### config.mk
export PLATFORM = sky130hd
export DESIGN_NAME = statrep_top
export DESIGN_NICKNAME = d
export VERILOG_FILES = /design/src/rtl/statrep_pkg.sv /design/src/rtl/statrep_ctrl.sv /design/src/rtl/statrep_path.sv /design/src/rtl/statrep_top.sv
export SDC_FILE = /design/constraint.sdc
export NUM_CORES = 1
export LEC_CHECK = 0
export BUFFER_PORTS_ARGS = -buffer_cell sky130_fd_sc_hd__buf_2
export CORE_UTILIZATION = 31
export DETAILED_ROUTE_END_ITERATION = 8
export PLACE_DENSITY = 0.74
export SETUP_SLACK_MARGIN = 0.5
export SLEW_MARGIN = 15
export SYNTH_ARGS = -nofsm -noshare
export SYNTH_HDL_FRONTEND = slang
export SYNTH_SLANG_ARGS = --single-unit
### constraint.sdc
create_clock -name clk -period 1.1 [get_ports clk]
set_input_delay 0.22 -clock clk [delete_from_list [all_inputs] [get_ports clk]]
set_output_delay 0.22 -clock clk [all_outputs]
set_load 0.02 [all_outputs]
### src/rtl/statrep_pkg.sv
`timescale 1ns/100ps
package statrep_pkg;
  typedef enum logic {
    OP_PROGRAM = 1'b0,
    OP_ERASE   = 1'b1
  } opKind_e;

  localparam int POLL_BIT   = 7;
  localparam int TOGGLE_BIT = 6;

  typedef struct packed {
    logic load;
    logic flip;
    logic busy;
  } ctrlStrobe_t;
endpackage

### src/rtl/statrep_ctrl.sv
`timescale 1ns/100ps
module statrep_ctrl
  import statrep_pkg::*;
#(
  parameter int PROG_CYCLES  = 6,
  parameter int ERASE_CYCLES = 10
) (
  input  logic        clk,
  input  logic        rstN,
  input  logic        startPulse,
  input  opKind_e     startOp,
  input  logic        readStrobe,
  output ctrlStrobe_t strobes
);
  localparam int MAX_CYCLES = (PROG_CYCLES > ERASE_CYCLES) ? PROG_CYCLES : ERASE_CYCLES;
  localparam int CNT_W      = $clog2(MAX_CYCLES + 1);

  logic             busyQ;
  logic [CNT_W-1:0] remainQ;
  logic             rdPrevQ;
  logic             acceptStart;
  logic             readRise;
  logic [CNT_W-1:0] lenSel;

  assign acceptStart = startPulse && !busyQ;
  assign readRise    = readStrobe && !rdPrevQ;
  assign lenSel      = (startOp == OP_ERASE) ? CNT_W'(ERASE_CYCLES) : CNT_W'(PROG_CYCLES);

  always_ff @(posedge clk) begin
    if (!rstN) begin
      busyQ   <= 1'b0;
      remainQ <= '0;
      rdPrevQ <= 1'b0;
    end else begin
      rdPrevQ <= readStrobe;
      if (acceptStart) begin
        busyQ   <= 1'b1;
        remainQ <= lenSel;
      end else if (busyQ) begin
        if (remainQ == CNT_W'(1)) begin
          busyQ <= 1'b0;
        end
        remainQ <= remainQ - CNT_W'(1);
      end
    end
  end

  always_comb begin
    strobes.load = acceptStart;
    strobes.flip = busyQ && readRise;
    strobes.busy = busyQ;
  end
endmodule

### src/rtl/statrep_path.sv
`timescale 1ns/100ps
module statrep_path
  import statrep_pkg::*;
#(
  parameter int DATA_W = 16
) (
  input  logic              clk,
  input  logic              rstN,
  input  ctrlStrobe_t       strobes,
  input  opKind_e           startOp,
  input  logic [DATA_W-1:0] startData,
  input  logic [DATA_W-1:0] arrayData,
  output logic [DATA_W-1:0] busOut
);
  logic              pollQ;
  logic              togQ;
  logic [DATA_W-1:0] statusWord;

  always_ff @(posedge clk) begin
    if (!rstN) begin
      pollQ <= 1'b0;
      togQ  <= 1'b0;
    end else if (strobes.load) begin
      pollQ <= (startOp == OP_ERASE) ? 1'b0 : ~startData[POLL_BIT];
      togQ  <= 1'b0;
    end else if (strobes.flip) begin
      togQ <= ~togQ;
    end
  end

  always_comb begin
    statusWord             = '0;
    statusWord[POLL_BIT]   = pollQ;
    statusWord[TOGGLE_BIT] = togQ;
    busOut = strobes.busy ? statusWord : arrayData;
  end
endmodule

### src/rtl/statrep_top.sv
`timescale 1ns/100ps
module statrep_top
  import statrep_pkg::*;
#(
  parameter int DATA_W       = 16,
  parameter int PROG_CYCLES  = 6,
  parameter int ERASE_CYCLES = 10
) (
  input  logic              clk,
  input  logic              rstN,
  input  logic              startPulse,
  input  logic              startOp,
  input  logic [DATA_W-1:0] startData,
  input  logic              readStrobe,
  input  logic [DATA_W-1:0] arrayData,
  output logic [DATA_W-1:0] busOut,
  output logic              opBusy
);
  ctrlStrobe_t strobes;
  opKind_e     opKind;

  assign opKind = opKind_e'(startOp);

  statrep_ctrl #(
    .PROG_CYCLES (PROG_CYCLES),
    .ERASE_CYCLES(ERASE_CYCLES)
  ) u_ctrl (
    .clk       (clk),
    .rstN      (rstN),
    .startPulse(startPulse),
    .startOp   (opKind),
    .readStrobe(readStrobe),
    .strobes   (strobes)
  );

  statrep_path #(
    .DATA_W(DATA_W)
  ) u_path (
    .clk      (clk),
    .rstN     (rstN),
    .strobes  (strobes),
    .startOp  (opKind),
    .startData(startData),
    .arrayData(arrayData),
    .busOut   (busOut)
  );

  assign opBusy = strobes.busy;
endmodule

* Yosys cells after proc, flatten, opt, wreduce, memory -nomap -nowiden
Index checks and enable logic that the tools add are counted.
Word-level totals: flip-flop bits (word level) 8, latch bits 0, memory bits (writable) 0, memory bits (read-only) 0, bits of input ports 37, memories kept 0
Operators by class: add/sub/neg operators 1, $mul 0, divide/modulo/power cells 0, $lt $le $gt $ge 0, equal/unequal tests 1, shifts and indexed selects 0, mux-type cells 8, bitwise operators 3, reductions and logical operators 7
Operators with widths (number):
- 16-bit two-way mux | 1
- 4-bit two-way mux | 3
- 4-bit by 1-bit == test with 1-bit output, second input constant | 1
- 1-bit two-way mux | 4
- 4-bit by 1-bit subtractor with 4-bit output, second input constant | 1
- 1-bit logical AND | 3
- 1-bit NOT | 3
- 1-bit logical NOT | 2
- 2-bit nonzero test | 1
- 2-bit OR reduction | 1

* Depth between registers and ports, before layout
Gate-level depths: netlist of run 1.
word-level depth 4, gate-level depth with buffers 5, depth with buffers taken out 5

* Modules after synthesis
Synthesis of run 1 repeated with hierarchy kept, for this count alone.
Unflattened totals: cells, all modules 58, area total of the unflattened synthesis 515.5 um2
By module, submodules not included:
- statrep_ctrl | instances 1, cells an instance 34, area an instance 317.8 um2, seq. area each 120.1 um2
- statrep_path | instances 1, cells an instance 24, area an instance 197.7 um2, seq. area each 40.0 um2

* Worst setup path before layout of run 1
OpenSTA, ideal clock, no wires.
path kind register -> output, start point register u_ctrl.busyQ, end point output port busOut[6], data arrival time 1.043 ns, path slack -0.163 ns, stages on the path, launching flop included 3, buffers on the path 1, path through dfxtp_1 buf_6 mux2_1
On the way: cells in the longest elaborated chain, start to end 1
Ends and longest elaborated chain:
- start, declared | line statrep_ctrl.sv:18 | logic busyQ;
- start signal, assigned | line statrep_ctrl.sv:31 | busyQ <= 1'b0;
- start signal, assigned | line statrep_ctrl.sv:37 | busyQ <= 1'b1;
- start signal, assigned | line statrep_ctrl.sv:41 | busyQ <= 1'b0;
- 16-bit two-way mux | line statrep_path.sv:35 | busOut = strobes.busy ? statusWord : arrayData;
- end, declared | line statrep_top.sv:16 | output logic [DATA_W-1:0] busOut,
No other way between the ends.

* Worst setup path after layout of run 1
start point register u_ctrl.busyQ, end point output port busOut[7]
The elaborated chain is that of the path after synthesis.

==> impl_summary.log, run 1 <==
INFO  metric period_minus_slack = 1310 ps
INFO  metric slowest_stage = dfxtp_4
INFO  metric worstRegToRegCells = 6
INFO  metric hold_vio_cnt_final = 0
INFO  metric setup-violations-final = 23
INFO  metric cts-buffers-inserted = 3
INFO  metric yosysUniqueCellTypes = 27
INFO  metric cp_slowest_stage_delay = 380 ps
INFO  metric yosysMostFrequentCell = nor2b_1
INFO  metric synth_seq_area_share = 29.8%
INFO  metric synth.cell_area = 537 sq um
INFO  metric timing.fmax = 765 MHz
INFO  metric worst_hold_startpoint = readStrobe
INFO  metric floorplan.initialDensity = 34.4%
INFO  metric timing.setup.tns = -3480 ps
INFO  metric diodes = 0
INFO  metric timing.rr.end = u_ctrl.remainQ[2]
INFO  metric globalRouteTotalUtil = 15.5%
INFO  metric grt_setup_unrepaired = true
INFO  metric die_area = 0.00190 sq mm
INFO  metric dr_total_vias = 591
INFO  metric synthesis.instances = 61
INFO  metric antenna_found_initial = 0
INFO  metric maximum_number_of_pins_on_one_net_before_global_route_repair = 9
INFO  metric synth-async-reset-ratio = 0%
INFO  metric drc = 5
INFO  metric maximum_vdd_drop = 0.891 mV
INFO  metric dr_wl_met3 = 86 um
INFO  metric antenna_violating_nets_post_route = 0
INFO  metric power.leakage = 0.509 nW
INFO  metric dp.final_hpwl = 929 um
INFO  metric min_to = u_ctrl.rdPrevQ
INFO  metric drt_pre_antenna_iters = 6
INFO  metric hold_path.class = in -> reg
INFO  metric power-per-cell-area = 1010 mW/mm^2
INFO  metric r2r-start = u_ctrl.busyQ
INFO  metric worst_ep_required_time = 880 ps
INFO  metric failed_checks = design-rule violations, negative setup slack
INFO  metric total_non_filler_cell_area_in_the_finished_layout = 0.00105 sq mm
INFO  metric instances_no_fill = 124
INFO  metric drt-total-wl = 1560 um
INFO  metric flow.area_growth_from_synthesis = 96.0%
INFO  metric post_drt_via_cell_ratio = 4.77
INFO  metric core_area = 0.00156 sq mm
INFO  metric worst_path_dominant_cell_family = flip-flops
INFO  metric maxCapViolCount = 0
INFO  metric initial_drc_count = 17
INFO  metric routedLengthMet1 = 621 um
INFO  metric synth_ff_type = dfxtp_1
INFO  metric port-buffer-count = 38
INFO  metric max-clock-path-buffers = 2
INFO  metric holdPathStages = 2
INFO  metric fin_total_pwr = 1.06 mW
INFO  metric route.detailed.wl_per_inst = 12.6 um
INFO  metric main_area_contributors_after_synthesis = dfxtp_1 (30%), nor2b_1 (19%), ha_1 (4.7%), buf_6 (4.2%), inv_1 (4.2%)
INFO  metric holdBufCountCts = 0
INFO  metric run_status = complete, but fails checks
INFO  metric setup.reg_to_reg.worst_slack = -150 ps
INFO  metric timing.final.max_slew_violations = 0
INFO  metric synth_top_area_share = 29.8%
INFO  metric io_pins = 54
INFO  metric post-route-worst-setup-slack = -208 ps
INFO  metric row_count = 14
INFO  metric detailed_place.area = 831 sq um
INFO  metric layout.core_utilization = 67.5%
INFO  metric synthesis.area_per_instance = 8.80 sq um
INFO  metric cp.buffers_inverters = 1
INFO  metric tightest_slew = 207 ps
INFO  metric top_layer_used = met4
INFO  metric clk_pin_slew = 60 ps
INFO  metric synth_commonest_cells = nor2b_1 (16), dfxtp_1 (8), inv_1 (6)
INFO  metric detailroute.wirelength.met2 = 833 um
INFO  metric yosysWarningCount = 0
INFO  metric cts_tree = built
INFO  metric worst-path-max-fanout = 5
INFO  metric worst_ep_arrival_time = 1090 ps
INFO  metric nets_finish = 148
INFO  metric timing.final.crit_share = 119%
INFO  metric number_of_global_route_vias_before_repair = 562
INFO  metric critical_path.cell_chain = mux2_4 -> buf_6
INFO  metric synth_largest_area_cell = dfxtp_1
INFO  metric worstSkewPairLatency = 260 ps
INFO  metric synth_edf_count = 0
INFO  metric first_pass_grt_wire_length = 2210 um
INFO  metric finalClockSkew = 3.72 ps
INFO  metric max-slew-margin-rel = 86.1%
INFO  metric chipWidth = 43.6 um
INFO  metric cts.sink_count = 8
INFO  metric clock_tree.root_cell = clkbuf_4
INFO  metric placed_cells_incl_taps = 116
INFO  metric h-tree-depth = 1
INFO  metric globalRouteOverflowTotal = 0
INFO  metric timing.critical_path.to_type = output pin
INFO  metric layout-drive-gt1-share = 73.1%
INFO  metric place_congestion = 0.724
INFO  metric synth.ff_latch_count = 8
INFO  metric syn-num-nets = 100
INFO  metric startpoint_type = flip-flop
INFO  metric category_of_the_critical_setup_timing_path = reg -> out
INFO  metric die_height = 43.6 um
## worst max path at each step
stage,from,end,slack (ps),cells past startpoint
after floorplan,u_ctrl.busyQ,busOut[6],30,2
after global placement,u_ctrl.busyQ,busOut[11],60,3
after detailed placement,u_ctrl.remainQ[1],u_ctrl.remainQ[2],30,5
after CTS,u_ctrl.busyQ,busOut[7],-210,2
after global routing,u_ctrl.busyQ,busOut[7],-230,2
final,u_ctrl.busyQ,busOut[7],-210,2
## placed cells by master (no fill, tap or decap), types with 2 or more instances in the layout
cell,instances
dfxtp_1,5
inv_1,4
o21ai_2,2
nor2b_2,2
buf_2,21
buf_6,6
dfxtp_2,2
nor2b_1,5
inv_2,2
a32oi_1,2
mux2i_1,2
buf_4,17
clkbuf_4,3
mux2_4,2
nor2b_4,9
## worst register-to-register path, stage by stage (launching register included)
cell      delay [ps]
dfxtp_4          370
buf_4            140
buf_4            140
buf_8            130
and2b_1          170
o21ai_2          130
a21boi_2          70
## routing by layer
metal / vias to the layer above / GRT usage, %
met5: - / 0
met4: 0 / 8.13
met3: 2 / 1.67
met2: 25 / 28.4
met1: 261 / 17.3
li1: 303 / -
## power breakdown
group | switching [mW] | internal, mW
logic | 0.214 | 0.255
clock network | 0.117 | 0.140
registers | 0.0244 | 0.314
## per-stage QoR
step / hold WS [ps] / worst slack [ps]
6_report: 238 / -208
5_1_grt: 257 / -231
4_1_cts: 213 / -215
3_5_place_dp: 468 / 35.0
3_3_place_gp: 463 / 58.1
2_1_floorplan: 342 / 33.4
## cells by family after synthesis
| kind of cell | after synthesis | synth area share, % |
|---|---|---|
| buf+inv | 9 | 9.79 |
| simple gates | 25 | 30.1 |
| flops | 8 | 29.8 |
| compound gates | 13 | 17.7 |
| fa+ha+maj | 2 | 4.66 |
| mux | 4 | 7.93 |
## area by class of cell
cell class,instances,area (sq um)
well taps,16,20.0
clock buffers,4,26.3
multi-input cells,44,469
fillers,122,507
repair buffers,46,348
flip-flops and latches,8,166
inverters,6,22.5
## flip-flops by register name, summed over array words and instances (netlist names)
register / count
u_ctrl.busyQ: 1
u_path.togQ: 1
u_path.pollQ: 1
u_ctrl.remainQ: 4
u_ctrl.rdPrevQ: 1
## repair_timing
item / in CTS / in global routing
pin swaps: 2 / 4
endpoints found under the setup margin: 24 / 24
cloned: 1 / 0
gates resized for setup: 29 / 10
setup buffers: 2 / 1
hold endpoints to repair: 0 / 0
No activity file was read; power rests on OpenSTA's default activity.
==> inputs of run 2 (changes only) <==
--- a/config.mk
+++ b/config.mk
@@ -6,8 +6,10 @@
 export NUM_CORES = 1
 export LEC_CHECK = 0
 export BUFFER_PORTS_ARGS = -buffer_cell sky130_fd_sc_hd__buf_2
+export CORE_ASPECT_RATIO = 1.25
 export CORE_UTILIZATION = 31
 export DETAILED_ROUTE_END_ITERATION = 8
+export GPL_TIMING_DRIVEN = 0
 export PLACE_DENSITY = 0.74
 export SETUP_SLACK_MARGIN = 0.5
 export SLEW_MARGIN = 15
==> run 2 against run 1 <==
Net effect:
- combinational power shrank 2%
- largest power group unchanged
- the flow finishes with violations (negative setup slack)
- highest routed layer is now met3
- critical path type unchanged
- sequential power is essentially flat
- utilization down 1.7 points
==> impl_summary.log, run 2 (synthesized netlist as in run 1, its figures left out) <==
INFO  metric r2r-start = u_ctrl.busyQ (unchanged)
INFO  metric dp.final_hpwl = 1030 um (was 929 um)
INFO  metric finalClockSkew = 11.3 ps (was 3.72 ps)
INFO  metric io_pins = 54 (unchanged)
INFO  metric mostFrequentLayoutCell = buf_2 (unchanged)
INFO  metric max-slew-margin-rel = 85.7% (was 86.1%)
INFO  metric hold_vio_cnt_final = 0 (unchanged)
INFO  metric category_of_the_critical_setup_timing_path = reg -> out (unchanged)
INFO  metric holdBufCountCts = 0 (unchanged)
INFO  metric clock_tree.root_cell = clkbuf_4 (unchanged)
INFO  metric worstSkewPairLatency = 260 ps (about the same)
INFO  metric h-tree-depth = 1 (unchanged)
INFO  metric registers.top_by_ff_count = u_ctrl.remainQ (unchanged)
INFO  metric row_count = 16 (was 14)
INFO  metric antenna_violating_nets_post_route = 0 (unchanged)
INFO  metric grt_setup_unrepaired = true (unchanged)
INFO  metric number_of_flip_flops_in_the_largest_register = 4 (unchanged)
INFO  metric timing.fmax = 724 MHz (was 765 MHz)
INFO  metric worst-path-max-fanout = 5 (unchanged)
INFO  metric fillCellCount = 130 (was 122)
INFO  metric commonest_cells_after_routing_fill_and_taps_aside = buf_2 (21), buf_6 (14), buf_4 (10), nor2b_4 (9), nor2b_1 (7) (was buf_2 (21), buf_4 (17), nor2b_4 (9), buf_6 (6))
INFO  metric cp-startpoint = u_ctrl.busyQ (unchanged)
INFO  metric maxCapViolCount = 0 (unchanged)
INFO  metric cts.sink_count = 8 (unchanged)
INFO  metric timing.rr.end = u_ctrl.remainQ[2] (unchanged)
INFO  metric layout-drive-gt1-share = 69.7% (was 73.1%)
INFO  metric power.leakage = 0.506 nW (was 0.509 nW)
INFO  metric power.switching_fraction = 32.4% (was 33.4%)
INFO  metric antenna_found_initial = 0 (unchanged)
INFO  metric route.detailed.wl_per_inst = 11.6 um (was 12.6 um)
INFO  metric clk_pin_slew = 60 ps (about the same)
INFO  metric flow.area_growth_from_synthesis = 96.3% (was 96.0%)
INFO  metric startpoint_type = flip-flop (unchanged)
INFO  metric drt_pre_antenna_iters = 3 (was 6)
INFO  metric worst_ep_required_time = 880 ps (about the same)
INFO  metric post_drt_via_cell_ratio = 4.71 (was 4.77)
INFO  metric globalRouteTotalUtil = 16.3% (was 15.5%)
INFO  metric power-per-cell-area = 985 mW/mm^2 (was 1010 mW/mm^2)
INFO  metric initial_drc_count = 7 (was 17)
INFO  metric worstSetupEndpoint = busOut[7] (unchanged)
INFO  metric max-clock-path-buffers = 2 (unchanged)
INFO  metric die_area = 0.00190 sq mm (about the same)
INFO  metric nets_finish = 149 (was 148)
INFO  metric number_of_global_route_vias_before_repair = 572 (was 562)
INFO  metric timing.final.crit_share = 126% (was 119%)
INFO  metric port-buffer-count = 38 (unchanged)
INFO  metric floorplan.initialDensity = 33.5% (was 34.4%)
INFO  metric setup.reg_to_reg.worst_slack = -220 ps (was -150 ps)
INFO  metric switching_power = 0.336 mW (was 0.355 mW)
INFO  metric flip_flop_and_latch_area = 166 sq um (unchanged)
INFO  metric layout.core_utilization = 65.8% (was 67.5%)
INFO  metric period_minus_slack = 1380 ps (was 1310 ps)
INFO  metric multi_input_area = 448 sq um (was 469 sq um)
INFO  metric pwr-share-seq = 32.4% (was 31.8%)
INFO  metric dr_total_vias = 598 (was 591)
INFO  metric maximum_vdd_drop = 0.694 mV (was 0.891 mV)
INFO  metric drt-total-wl = 1470 um (was 1560 um)
INFO  metric chipWidth = 39.2 um (was 43.6 um)
INFO  metric tightest_slew = 214 ps (was 207 ps)
INFO  metric hold_path.class = in -> reg (unchanged)
INFO  metric first_pass_grt_wire_length = 2260 um (was 2210 um)
INFO  metric cts-buffers-inserted = 3 (unchanged)
INFO  metric internal_power = 0.702 mW (was 0.708 mW)
INFO  metric die_height = 48.5 um (was 43.6 um)
INFO  metric timing.final.max_slew_violations = 0 (unchanged)
INFO  metric core_area = 0.00160 sq mm (was 0.00156 sq mm)
INFO  metric worst_ep_arrival_time = 1160 ps (was 1090 ps)
INFO  metric setup-violations-final = 22 (was 23)
INFO  metric share_clk_of_total_power = 23.6% (was 24.1%)
INFO  metric cts_tree = built (unchanged)
INFO  metric timing.critical_path.to_type = output pin (unchanged)
INFO  metric power.share.combinational = 44.0% (about the same)
INFO  metric place_congestion = 0.741 (was 0.724)
INFO  metric failed_checks = negative setup slack (was design-rule violations, negative setup slack)
INFO  metric maximum_number_of_pins_on_one_net_before_global_route_repair = 11 (was 9)
INFO  metric worstRegToRegCells = 7 (was 6)
INFO  metric diodes = 0 (unchanged)
INFO  metric drc = 0 (was 5)
INFO  metric run_status = complete, but fails checks (unchanged)
INFO  metric globalRouteOverflowTotal = 0 (unchanged)
INFO  metric post-route-worst-setup-slack = -281 ps (was -208 ps)
INFO  metric place_ws = -59.6 ps (was 35.0 ps)
[run 2: what timing repair did]
action                                  4_1_cts  5_1_grt
endpoints found under the setup margin       24       24
pin swaps                                     3        3
setup buffers                                 4        2
gates resized for setup                      33        9
gates cloned                                  0        0
[run 2: final cells by class]
cell class / count / area share, %
multi-input combinational: 44 / 42.5
timing repair buffer: 44 / 31.0
sequential: 8 / 15.8
buffer: 3 / 3.92
clock buffer: 4 / 2.49
inverter: 6 / 2.14
tap: 18 / 2.14
[run 2: worst min-delay path by stage]
stage / from / to / slack (ps) / depth (start not counted)
after floorplan: rstN / u_ctrl.rdPrevQ / 340 / 1
after CTS: readStrobe / u_ctrl.rdPrevQ / 230 / 2
final: readStrobe / u_ctrl.rdPrevQ / 240 / 2
after global routing: readStrobe / u_ctrl.rdPrevQ / 240 / 2
after detailed placement: readStrobe / u_ctrl.rdPrevQ / 470 / 2
after global placement: readStrobe / u_ctrl.rdPrevQ / 460 / 2
[run 2: routing by layer]
metal	vias to the layer above	track usage (%)	wire length, um
met2	28	31.9	830
met1	270	17.0	555
met3	0	1.38	81
li1	300	-	-
met5	-	0	0
met4	0	3.45	0
[run 2: power groups by stage]
stage               logic (mW)  registers (mW)  clock network [mW]
finish                   0.457           0.336               0.245
floorplan                0.237           0.340                   0
detailed placement       0.346           0.341                   0
global route             0.492           0.340               0.270
CTS                      0.431           0.336               0.250
global placement         0.335           0.340                   0
[run 2: per-stage QoR]
| stage | instance area (sq um) | power [mW] | hold slack [ps] | setup TNS (ps) | std cells |
|---|---|---|---|---|---|
| floorplan | 621 | 0.576 | 342 | 0 | 61 |
| global placement | 833 | 0.675 | 459 | -303 | 117 |
| detailed placement | 833 | 0.686 | 467 | -342 | 117 |
| CTS | 1000 | 1.02 | 233 | -4280 | 125 |
| global route | 1050 | 1.10 | 241 | -5670 | 127 |
| finish | 1050 | 1.04 | 236 | -4670 | 127 |
[run 2: critical path, stage by stage (launching register included)]
cell and delay (ps):
dfxtp_4 350, buf_8 130, mux2_4 290, buf_6 130
